<file path="config.mk">
export PLATFORM = sky130hd
export DESIGN_NAME = bklt_pwm
export DESIGN_NICKNAME = d
export VERILOG_FILES = /design/src/rtl/bklt_pwm_pkg.sv /design/src/rtl/bklt_pwm_regs.sv /design/src/rtl/bklt_pwm_core.sv /design/src/rtl/bklt_pwm.sv
export SDC_FILE = /design/constraint.sdc
export NUM_CORES = 1
export LEC_CHECK = 0
export BUFFER_PORTS_ARGS = -buffer_cell sky130_fd_sc_hd__clkbuf_2
export CAP_MARGIN = 30
export CORE_MARGIN = 1.5
export CORE_UTILIZATION = 50
export DETAILED_ROUTE_END_ITERATION = 7
export GPL_TIMING_DRIVEN = 0
export HOLD_SLACK_MARGIN = 0.05
export PLACE_DENSITY = 0.72
export RECOVER_POWER = 100
export SYNTH_ARGS = -nofsm -noshare
export SYNTH_HDL_FRONTEND = slang
export SYNTH_SLANG_ARGS = --single-unit
</file>
<file path="constraint.sdc">
create_clock -name clk -period 1.7 [get_ports clk]
set_clock_uncertainty 0.1 [all_clocks]
set_input_delay 0.17 -clock clk [delete_from_list [all_inputs] [get_ports clk]]
set_output_delay 0.17 -clock clk [all_outputs]
set_load 0.02 [all_outputs]
</file>
<file path="src/rtl/bklt_pwm_pkg.sv">
package bklt_pwm_pkg;
  // field widths of the three counts
  localparam int DIV_W  = 10;
  localparam int PER_W  = 12;
  localparam int HI_W   = 13;
  localparam int DATA_W = 32;

  // field positions inside their words (software decodes these)
  localparam int DIV_LSB = 16;
  localparam int PER_LSB = 0;
  localparam int HI_LSB  = 16;

  // byte offsets of the register words
  localparam int OFF_EN   = 'h00;
  localparam int OFF_CMT  = 'h08;
  localparam int OFF_CTL0 = 'h10;
  localparam int OFF_CTL1 = 'h14;

  typedef struct packed {
    logic [DIV_W-1:0] div;
    logic [PER_W-1:0] per;
    logic [HI_W-1:0]  hi;
  } pwmCfg_t;

  typedef struct packed {
    logic enable;
    logic commitPulse;
  } ctrlStrb_t;
endpackage

</file>
<file path="src/rtl/bklt_pwm_regs.sv">
module bklt_pwm_regs
  import bklt_pwm_pkg::*;
#(
  parameter int ADDR_W = 8
) (
  input  logic              clk,
  input  logic              rstN,
  input  logic              busWe,
  input  logic [ADDR_W-1:0] busAddr,
  input  logic [DATA_W-1:0] busWdata,
  output logic [DATA_W-1:0] busRdata,
  output ctrlStrb_t         strb,
  output pwmCfg_t           staged
);
  logic              enBit;
  logic              cmtBit;
  logic [DATA_W-1:0] ctl0Word;
  logic [PER_W-1:0]  perStg;
  logic [HI_W-1:0]   hiStg;

  logic hitEn, hitCmt, hitCtl0, hitCtl1;

  assign hitEn   = (busAddr == ADDR_W'(OFF_EN));
  assign hitCmt  = (busAddr == ADDR_W'(OFF_CMT));
  assign hitCtl0 = (busAddr == ADDR_W'(OFF_CTL0));
  assign hitCtl1 = (busAddr == ADDR_W'(OFF_CTL1));

  always_ff @(posedge clk) begin
    if (!rstN) begin
      enBit    <= 1'b0;
      cmtBit   <= 1'b0;
      ctl0Word <= '0;
      perStg   <= '0;
      hiStg    <= '0;
    end else if (busWe) begin
      if (hitEn)   enBit    <= busWdata[0];
      if (hitCmt)  cmtBit   <= busWdata[0];
      if (hitCtl0) ctl0Word <= busWdata;
      if (hitCtl1) begin
        perStg <= busWdata[PER_LSB +: PER_W];
        hiStg  <= busWdata[HI_LSB +: HI_W];
      end
    end
  end

  always_comb begin
    busRdata = '0;
    if (hitEn)   busRdata[0] = enBit;
    if (hitCmt)  busRdata[0] = cmtBit;
    if (hitCtl0) busRdata    = ctl0Word;
    if (hitCtl1) begin
      busRdata[PER_LSB +: PER_W] = perStg;
      busRdata[HI_LSB +: HI_W]   = hiStg;
    end
  end

  // commit fires only on a written 0 -> 1 change of the commit bit
  assign strb.enable      = enBit;
  assign strb.commitPulse = busWe && hitCmt && busWdata[0] && !cmtBit;

  assign staged.div = ctl0Word[DIV_LSB +: DIV_W];
  assign staged.per = perStg;
  assign staged.hi  = hiStg;
endmodule

</file>
<file path="src/rtl/bklt_pwm_core.sv">
module bklt_pwm_core
  import bklt_pwm_pkg::*;
(
  input  logic      clk,
  input  logic      rstN,
  input  ctrlStrb_t strb,
  input  pwmCfg_t   staged,
  output logic      pwmOut
);
  pwmCfg_t          pendCfg;
  pwmCfg_t          actCfg;
  logic             pendValid;
  logic [DIV_W-1:0] preCnt;
  logic [PER_W-1:0] perCnt;
  logic             tick;
  logic             wrap;
  logic             loadAct;

  assign tick    = (preCnt == actCfg.div);
  assign wrap    = tick && (perCnt == actCfg.per);
  // pending set moves in while parked or exactly at a period boundary
  assign loadAct = pendValid && (!strb.enable || wrap);

  always_ff @(posedge clk) begin
    if (!rstN) begin
      preCnt <= '0;
      perCnt <= '0;
    end else if (!strb.enable) begin
      preCnt <= '0;
      perCnt <= '0;
    end else if (tick) begin
      preCnt <= '0;
      perCnt <= wrap ? '0 : perCnt + 1'b1;
    end else begin
      preCnt <= preCnt + 1'b1;
    end
  end

  always_ff @(posedge clk) begin
    if (!rstN) begin
      pendCfg   <= '0;
      actCfg    <= '0;
      pendValid <= 1'b0;
    end else begin
      if (loadAct) begin
        actCfg    <= pendCfg;
        pendValid <= 1'b0;
      end
      if (strb.commitPulse) begin
        pendCfg   <= staged;
        pendValid <= 1'b1;
      end
    end
  end

  // high while the period count has not passed the high width;
  // a width at or above the period therefore keeps the line high
  assign pwmOut = strb.enable && ({1'b0, perCnt} <= actCfg.hi);
endmodule

</file>
<file path="src/rtl/bklt_pwm.sv">
module bklt_pwm
  import bklt_pwm_pkg::*;
#(
  parameter int ADDR_W = 8
) (
  input  logic              clk,
  input  logic              rstN,
  input  logic              busWe,
  input  logic [ADDR_W-1:0] busAddr,
  input  logic [31:0]       busWdata,
  output logic [31:0]       busRdata,
  output logic              pwmOut
);
  ctrlStrb_t strb;
  pwmCfg_t   staged;

  bklt_pwm_regs #(.ADDR_W(ADDR_W)) u_regs (
    .clk      (clk),
    .rstN     (rstN),
    .busWe    (busWe),
    .busAddr  (busAddr),
    .busWdata (busWdata),
    .busRdata (busRdata),
    .strb     (strb),
    .staged   (staged)
  );

  bklt_pwm_core u_core (
    .clk    (clk),
    .rstN   (rstN),
    .strb   (strb),
    .staged (staged),
    .pwmOut (pwmOut)
  );
endmodule

</file>
==> reports/qor.yml, run 1 <==
floorplan:
  start_util: 0.516
  dieArea_um2: 14400
  die_w_um: 120
  io_pins: 76
  rows: 42
  coreArea_um2: 13300
  die_y_um: 120
grt:
  first_global_vias: 6506
  met3_usage: 0.0556
  antenna_found_initial: 0
  grt.overflow.total: 0
  grtUsageMet1: 0.343
  groute.usage.overall: 0.295
  grt_pass1_wl_um: 33100
  grt_most_used_layer: "met2"
  grt_max_degree: 17
  use_met2: 0.511
finish:
  fin_util: 0.790
  antenna_cells: 0
  synthToLayoutAreaGrowth_pct: 53.0
  fillers: 687
  multi_input_area_um2: 4170
  nNetsFinal: 1044
  final_area_um2: 10500
  regArea_um2: 3080
  drive_above_1_share: 0.351
logic_synthesis:
  yosysWarnings: 0
  synth_ff_type: "dfxtp_1"
  synth_edf_count: 0
  synth_cell_types: 39
  syn_area_um2: 6860
  synthCells: 803
  synth_nets: 860
  async_flop_share: 0
  synth_area_leader_cell: "dfxtp_1"
  netlist.area_leader.share: 0.443
  yosysSeqAreaShare: 0.443
  synth_seq_cells: 152
  syn_area_per_cell_um2: 8.55
  synth_area_leaders: "dfxtp_1 44%, nand2_1 14%, a21boi_1 7.5%, mux2i_1 5.4%, a22o_1 4.5%"
placed_design:
  place_hpwl_um: 12000
  gp_congestion: 0.800
  place_area_um2: 7590
  io_buffers: 74
clocking:
  path_clk_slew_ns: 0.06
  cts_buffers: 17
  ctsLongestPathBuffers: 2
  cts_sinks: 152
  cts_max_level: 4
  cts-root-buf: "clkbuf_16"
  insertion_delay_ns: 0.45
  cts_tree: "built"
power:
  powerDensity_nw_per_um2: 765
  power.total_uw: 8030
  leakage_uw: 0.00434
  ir_drop_mv: 0.764
route:
  drt_iter0_drc: 706
  vias: 7013
  firstDrtPassIters: 7
  drc: 0
  postRouteAntennaNets: 0
  wire_per_inst_um: 22.3
  wl_um: 26300
  routed_via_density: 5.97
timing:
  hold_viol_final: 0
  tightest_slew_ns: 0.618
  slew_headroom: 0.588
  fmax_ghz: 0.450
  fin_crit_sh: 1.31
  grt_setup_unrepaired: "true"
  drv_slew: 0
  setup_viol: 171
  worst_slack_ns: -0.520
  holdWs_ns: 0.137
  fin_crit_ns: 2.22
run_status:
  violations: "setup timing"
  status: "finished with violations"
critical_path:
  cp_slowest_cell: "dfxtp_2"
  crit_fanout: 2
  cp-start-kind: "flip-flop"
  r2r_slack_ns: -0.41
  crit_buf_inv: 2
  crit_family: "compound AO/OA/AOI/OAI gates"
  worstPathCellList: "inv_1 > ha_4 > and4_4 > nand2_2 > o31ai_2 > o2bb2ai_2 > clkbuf_8"
  cp_data_required_time_ns: 1.43
  end_kind: "output pin"
  crit_type: "flip-flop to output pin"
  cp.arrival_ns: 1.95
  slowest_delay_ns: 0.34
flow_run:
  maxCapViolCount: 0
worst_hold_path:
  hold_class: "input pin to flip-flop"
## metrics by stage
step,instances,setup TNS [ns],worst slack [ns]
6_report,1175,-37.95,-0.520
5_1_grt,1175,-47.68,-0.605
4_1_cts,1158,-24.41,-0.440
3_5_place_dp,1053,-81.12,-0.707
3_3_place_gp,1053,-80.72,-0.691
2_1_floorplan,803,-21.67,-0.219
## final timing paths
kind	startpoint	end	cells after the start
max	u_core.actCfg[5]	pwmOut	7
min	rstN	u_core.preCnt[1]	3
max reg2reg	u_core.perCnt[8]	u_core.actCfg[4]	10
min reg2reg	u_core.pendCfg[24]	u_core.pendCfg[24]	2
## cells in the final DEF, fill, tap and decap left out, types with 5 or more instances in the layout
cell type	n
nand2_4	30
buf_4	22
dfxtp_2	14
dlygate4sd3_1	32
ha_4	6
mux2i_1	36
ha_1	8
buf_8	26
dfxtp_1	132
buf_12	11
nor4_2	5
buf_6	25
clkbuf_16	27
nand2_1	215
nand3_1	9
clkbuf_2	40
o21ai_2	10
nor2_1	15
clkbuf_8	26
a21boi_1	66
nand2_2	20
a21boi_2	26
xor2_1	28
nor2b_1	7
dfxtp_4	6
clkbuf_1	20
and3_1	7
a22o_1	32
inv_1	14
and2_4	9
## layer usage
| layer | up-vias | routed length [um] |
|---|---|---|
| met2 | 421 | 12600 |
| met3 | 183 | 1930 |
| met4 | 0 | 2020 |
| li1 | 3086 | - |
| met1 | 3323 | 9690 |
| met5 | - | 0 |
## registers in the layout (all words and copies together) (netlist names)
signal and count:
u_regs.perStg 12, u_regs.enBit 1, u_core.pendCfg 35, u_regs.ctl0Word 32, u_core.perCnt 12, u_core.preCnt 10, u_core.pendValid 1, u_regs.hiStg 13
u_regs.cmtBit 1, u_core.actCfg 35
## layout make-up
cell class              instances  area share
plain buffers                  50      0.0530
clock buffers                  18      0.0418
clock inverters                13      0.0186
inverters                      17     0.00608
multi-input cells             583       0.397
flip-flops and latches        152       0.294
well taps                     176      0.0210
repair buffers                166       0.169
## worst min-delay path, stage by stage
cell and delay (ns):
clkbuf_2 0.14, and2_1 0.18, and3_1 0.15
## cells in the mapped netlist, drive strengths merged, types with 11 or more instances
| master | count |
|---|---|
| a21boi | 94 |
| a22o | 35 |
| buf | 16 |
| clkbuf | 35 |
| dfxtp | 152 |
| ha | 14 |
| inv | 17 |
| mux2i | 37 |
| nand2 | 265 |
| nand3 | 12 |
| nor2 | 16 |
| nor4 | 11 |
| o21ai | 13 |
| xor2 | 29 |
## where the power goes
group          leakage [uW]  internal, uW  total (uW)  switching, uW
Combinational       0.00280           145         316            171
Sequential          0.00124          3550        3550           2.08
Clock              0.000305          2510        4160           1650
Total               0.00434          6200        8030           1830
## kinds of logic (layout without fill, tap and decap cells)
kind of cell    after synthesis  after routing  synth area share
compound gates              158            158             0.174
xor+xnor                     30             30            0.0383
flops                       152            152             0.443
fa+ha+maj                    14             14            0.0255
buf+inv                      68            264            0.0476
mux                          37             37            0.0540
simple gates                344            344             0.218
## repair_timing
item	in CTS	in global routing
pin swaps	56	104
hold endpoints to repair	59	0
cloned	10	8
hold buffers	32	0
setup buffers	32	15
setup endpoints to repair	134	177
gates resized for setup	184	192
Note: power is estimated with default switching activity, not from simulation.
==> inputs of run 2 (changes only) <==
- SETUP_SLACK_MARGIN: default -> 0.15
==> run 2 against run 1 <==
  * The flow still finishes with violations (setup timing)
  * Die area unchanged
  * Combinational power is 8.2% higher
  * Critical path depth rose by 3
  * Core utilization increased by 4.4 points
  * Register-to-register slack is essentially flat
  * Global-route usage rose by 3.1 points
  * Total power down 5.0%
  * Worst setup slack gained 0.025 ns
  * Count of clock-buffer cells in the layout increased by 3
  * Clock power down 10%
  * Sequential share of layout area is 1.5 points lower
  * Largest cell class unchanged
==> reports/qor.yml, run 2 (synthesized netlist as in run 1, its figures left out) <==
clocking:
  cts_buffers: 17  # unchanged
  cts_sinks: 152  # unchanged
  ctsLongestPathBuffers: 2  # unchanged
  insertion_delay_ns: 0.46  # was 0.45 ns
  cts-root-buf: "clkbuf_16"  # unchanged
  cts_tree: "built"  # unchanged
  path_clk_slew_ns: 0.09  # was 0.06 ns
  cts_max_level: 4  # unchanged
timing:
  slew_headroom: 0.558  # was 0.588
  fmax_ghz: 0.456  # was 0.450 GHz
  fin_crit_sh: 1.29  # was 1.31
  tightest_slew_ns: 0.663  # was 0.618 ns
  worst_slack_ns: -0.495  # was -0.520 ns
  setup_viol: 175  # was 171
  drv_slew: 0  # unchanged
  hold_viol_final: 0  # unchanged
  holdWs_ns: 0.0930  # was 0.137 ns
  grt_setup_unrepaired: "true"  # unchanged
  fin_crit_ns: 2.20  # was 2.22 ns
critical_path:
  cp-start-kind: "input pin"  # was flip-flop
  end_kind: "flip-flop"  # was output pin
  cp_slowest_cell: "or4_4"  # was dfxtp_2
  slowest_delay_ns: 0.59  # was 0.34 ns
  worstPathCellList: "clkbuf_2 > or4_4 > buf_6 > nor4_2 > and4b_1 > buf_6 > buf_6 > buf_8 > nand2_1 > a21boi_1"  # was inv_1 > ha_4 > and4_4 > nand2_2 > o31ai_2 > o2bb2ai_2 > clkbuf_8
  cp.arrival_ns: 2.46  # was 1.95 ns
  cp_data_required_time_ns: 1.96  # was 1.43 ns
  crit_fanout: 7  # was 2
  cp_common_cell: "buf_6"
  crit_type: "input pin to flip-flop"  # was flip-flop to output pin
placed_design:
  gp_congestion: 0.811  # was 0.800
  io_buffers: 74  # unchanged
  place_hpwl_um: 12000  # about the same
  place_area_um2: 7620  # was 7590 um2
finish:
  mostFrequentLayoutCells: "161 x nand2_1, 129 x dfxtp_1, 54 x nand2_2, 49 x nand2_4, 47 x a21boi_2"  # was 215 x nand2_1, 132 x dfxtp_1, 66 x a21boi_1, 40 x clkbuf_2, 36 x mux2i_1
  final_area_um2: 11100  # was 10,500 um2
  final_common_cell: "nand2_1"  # unchanged
  reg_top3: "u_core.actCfg x35, u_core.pendCfg x35, u_regs.ctl0Word x32"  # unchanged
  drive_above_1_share: 0.431  # was 0.351
  synthToLayoutAreaGrowth_pct: 61.4  # was 53.0%
  fillers: 574  # was 687
  nNetsFinal: 1070  # was 1,044
  antenna_cells: 0  # unchanged
floorplan:
  die_y_um: 120  # unchanged
  start_util: 0.516  # unchanged
  io_pins: 76  # unchanged
  die_w_um: 120  # unchanged
  rows: 42  # unchanged
  coreArea_um2: 13300  # unchanged
  dieArea_um2: 14400  # unchanged
run_status:
  violations: "setup timing"  # unchanged
  status: "finished with violations"  # unchanged
route:
  wire_per_inst_um: 24.4  # was 22.3 um
  drc: 0  # unchanged
  vias: 7374  # was 7,013
  firstDrtPassIters: 5  # was 7
  postRouteAntennaNets: 0  # unchanged
  wl_um: 29300  # was 26,300 um
  drt_iter0_drc: 903  # was 706
  routed_via_density: 6.14  # was 5.97
grt:
  grt_pass1_wl_um: 36500  # was 33,100 um
  groute.usage.overall: 0.326  # was 0.295
  antenna_found_initial: 0  # unchanged
  grt.overflow.total: 0  # unchanged
  grt_max_degree: 17  # unchanged
  first_global_vias: 6924  # was 6,506
power:
  powerDensity_nw_per_um2: 689  # was 765 nW/um2
  leakage_uw: 0.00463  # was 0.00434 uW
  ir_drop_mv: 0.971  # was 0.764 mV
worst_hold_path:
  hold_class: "input pin to flip-flop"  # unchanged
flow_run:
  maxCapViolCount: 0  # unchanged
run 2: power breakdown:
group | total, uW | internal (uW) | switching (uW)
Sequential | 3550 | 3550 | 2.26
Combinational | 342 | 149 | 193
Clock | 3740 | 2090 | 1650
run 2: area by class of cell:
type | count | area (um2) | area share
Tap cell | 176 | 220 | 0.0199
Clock inverter | 10 | 96.3 | 0.00870
Inverter | 17 | 63.8 | 0.00576
Multi-Input combinational cell | 584 | 4470 | 0.403
Sequential cell | 152 | 3090 | 0.279
Timing Repair Buffer | 190 | 2070 | 0.186
Buffer | 51 | 612 | 0.0552
Clock buffer | 21 | 460 | 0.0416
run 2: worst paths after layout:
kind                                    startpoint            endpoint  slack [ns]  cells after the start
worst max-delay path                    busAddr[5]  u_core.pendCfg[16]       -0.50                     10
worst min-delay path                    busAddr[3]       u_regs.cmtBit        0.09                      3
worst max register to register    u_core.perCnt[4]    u_core.actCfg[5]       -0.41                      9
worst min register to register  u_core.pendCfg[33]  u_core.pendCfg[33]        0.36                      2
run 2: per-layer routing:
metal | track usage | up-vias | share of wire
met1 | 0.386 | 3522 | 0.36
met3 | 0.0727 | 199 | 0.087
met2 | 0.566 | 527 | 0.48
met5 | 0 | - | 0
li1 | - | 3126 | -
met4 | 0.137 | 0 | 0.077
run 2: what timing repair did:
action / in CTS / in global routing
resized for setup: 255 / 201
hold buffers: 32 / 0
hold endpoints to repair: 58 / 0
buffers inserted: 53 / 8
pin swaps: 99 / 121
gates cloned: 22 / 2
setup endpoints to repair: 181 / 184
run 2: through the flow:
| step | utilization | setup slack [ns] | std cells | setup TNS, ns | power (uW) |
|---|---|---|---|---|---|
| global route | 0.833 | -0.549 | 1201 | -56.57 | 7730 |
| finish | 0.833 | -0.495 | 1201 | -48.88 | 7630 |
| detailed placement | 0.573 | -0.727 | 1053 | -81.99 | 3830 |
| global placement | 0.573 | -0.702 | 1053 | -78.53 | 3840 |
| floorplan | - | -0.219 | 803 | -23.69 | 3740 |
| CTS | 0.775 | -0.429 | 1191 | -23.65 | 7440 |
run 2: worst max-delay path, delay by kind of cell:
family	cells	cell delay, ns
and+or+nand+nor	4	1.43
AOI/OAI and AO/OA	1	0.16
buffers and inverters	5	0.69
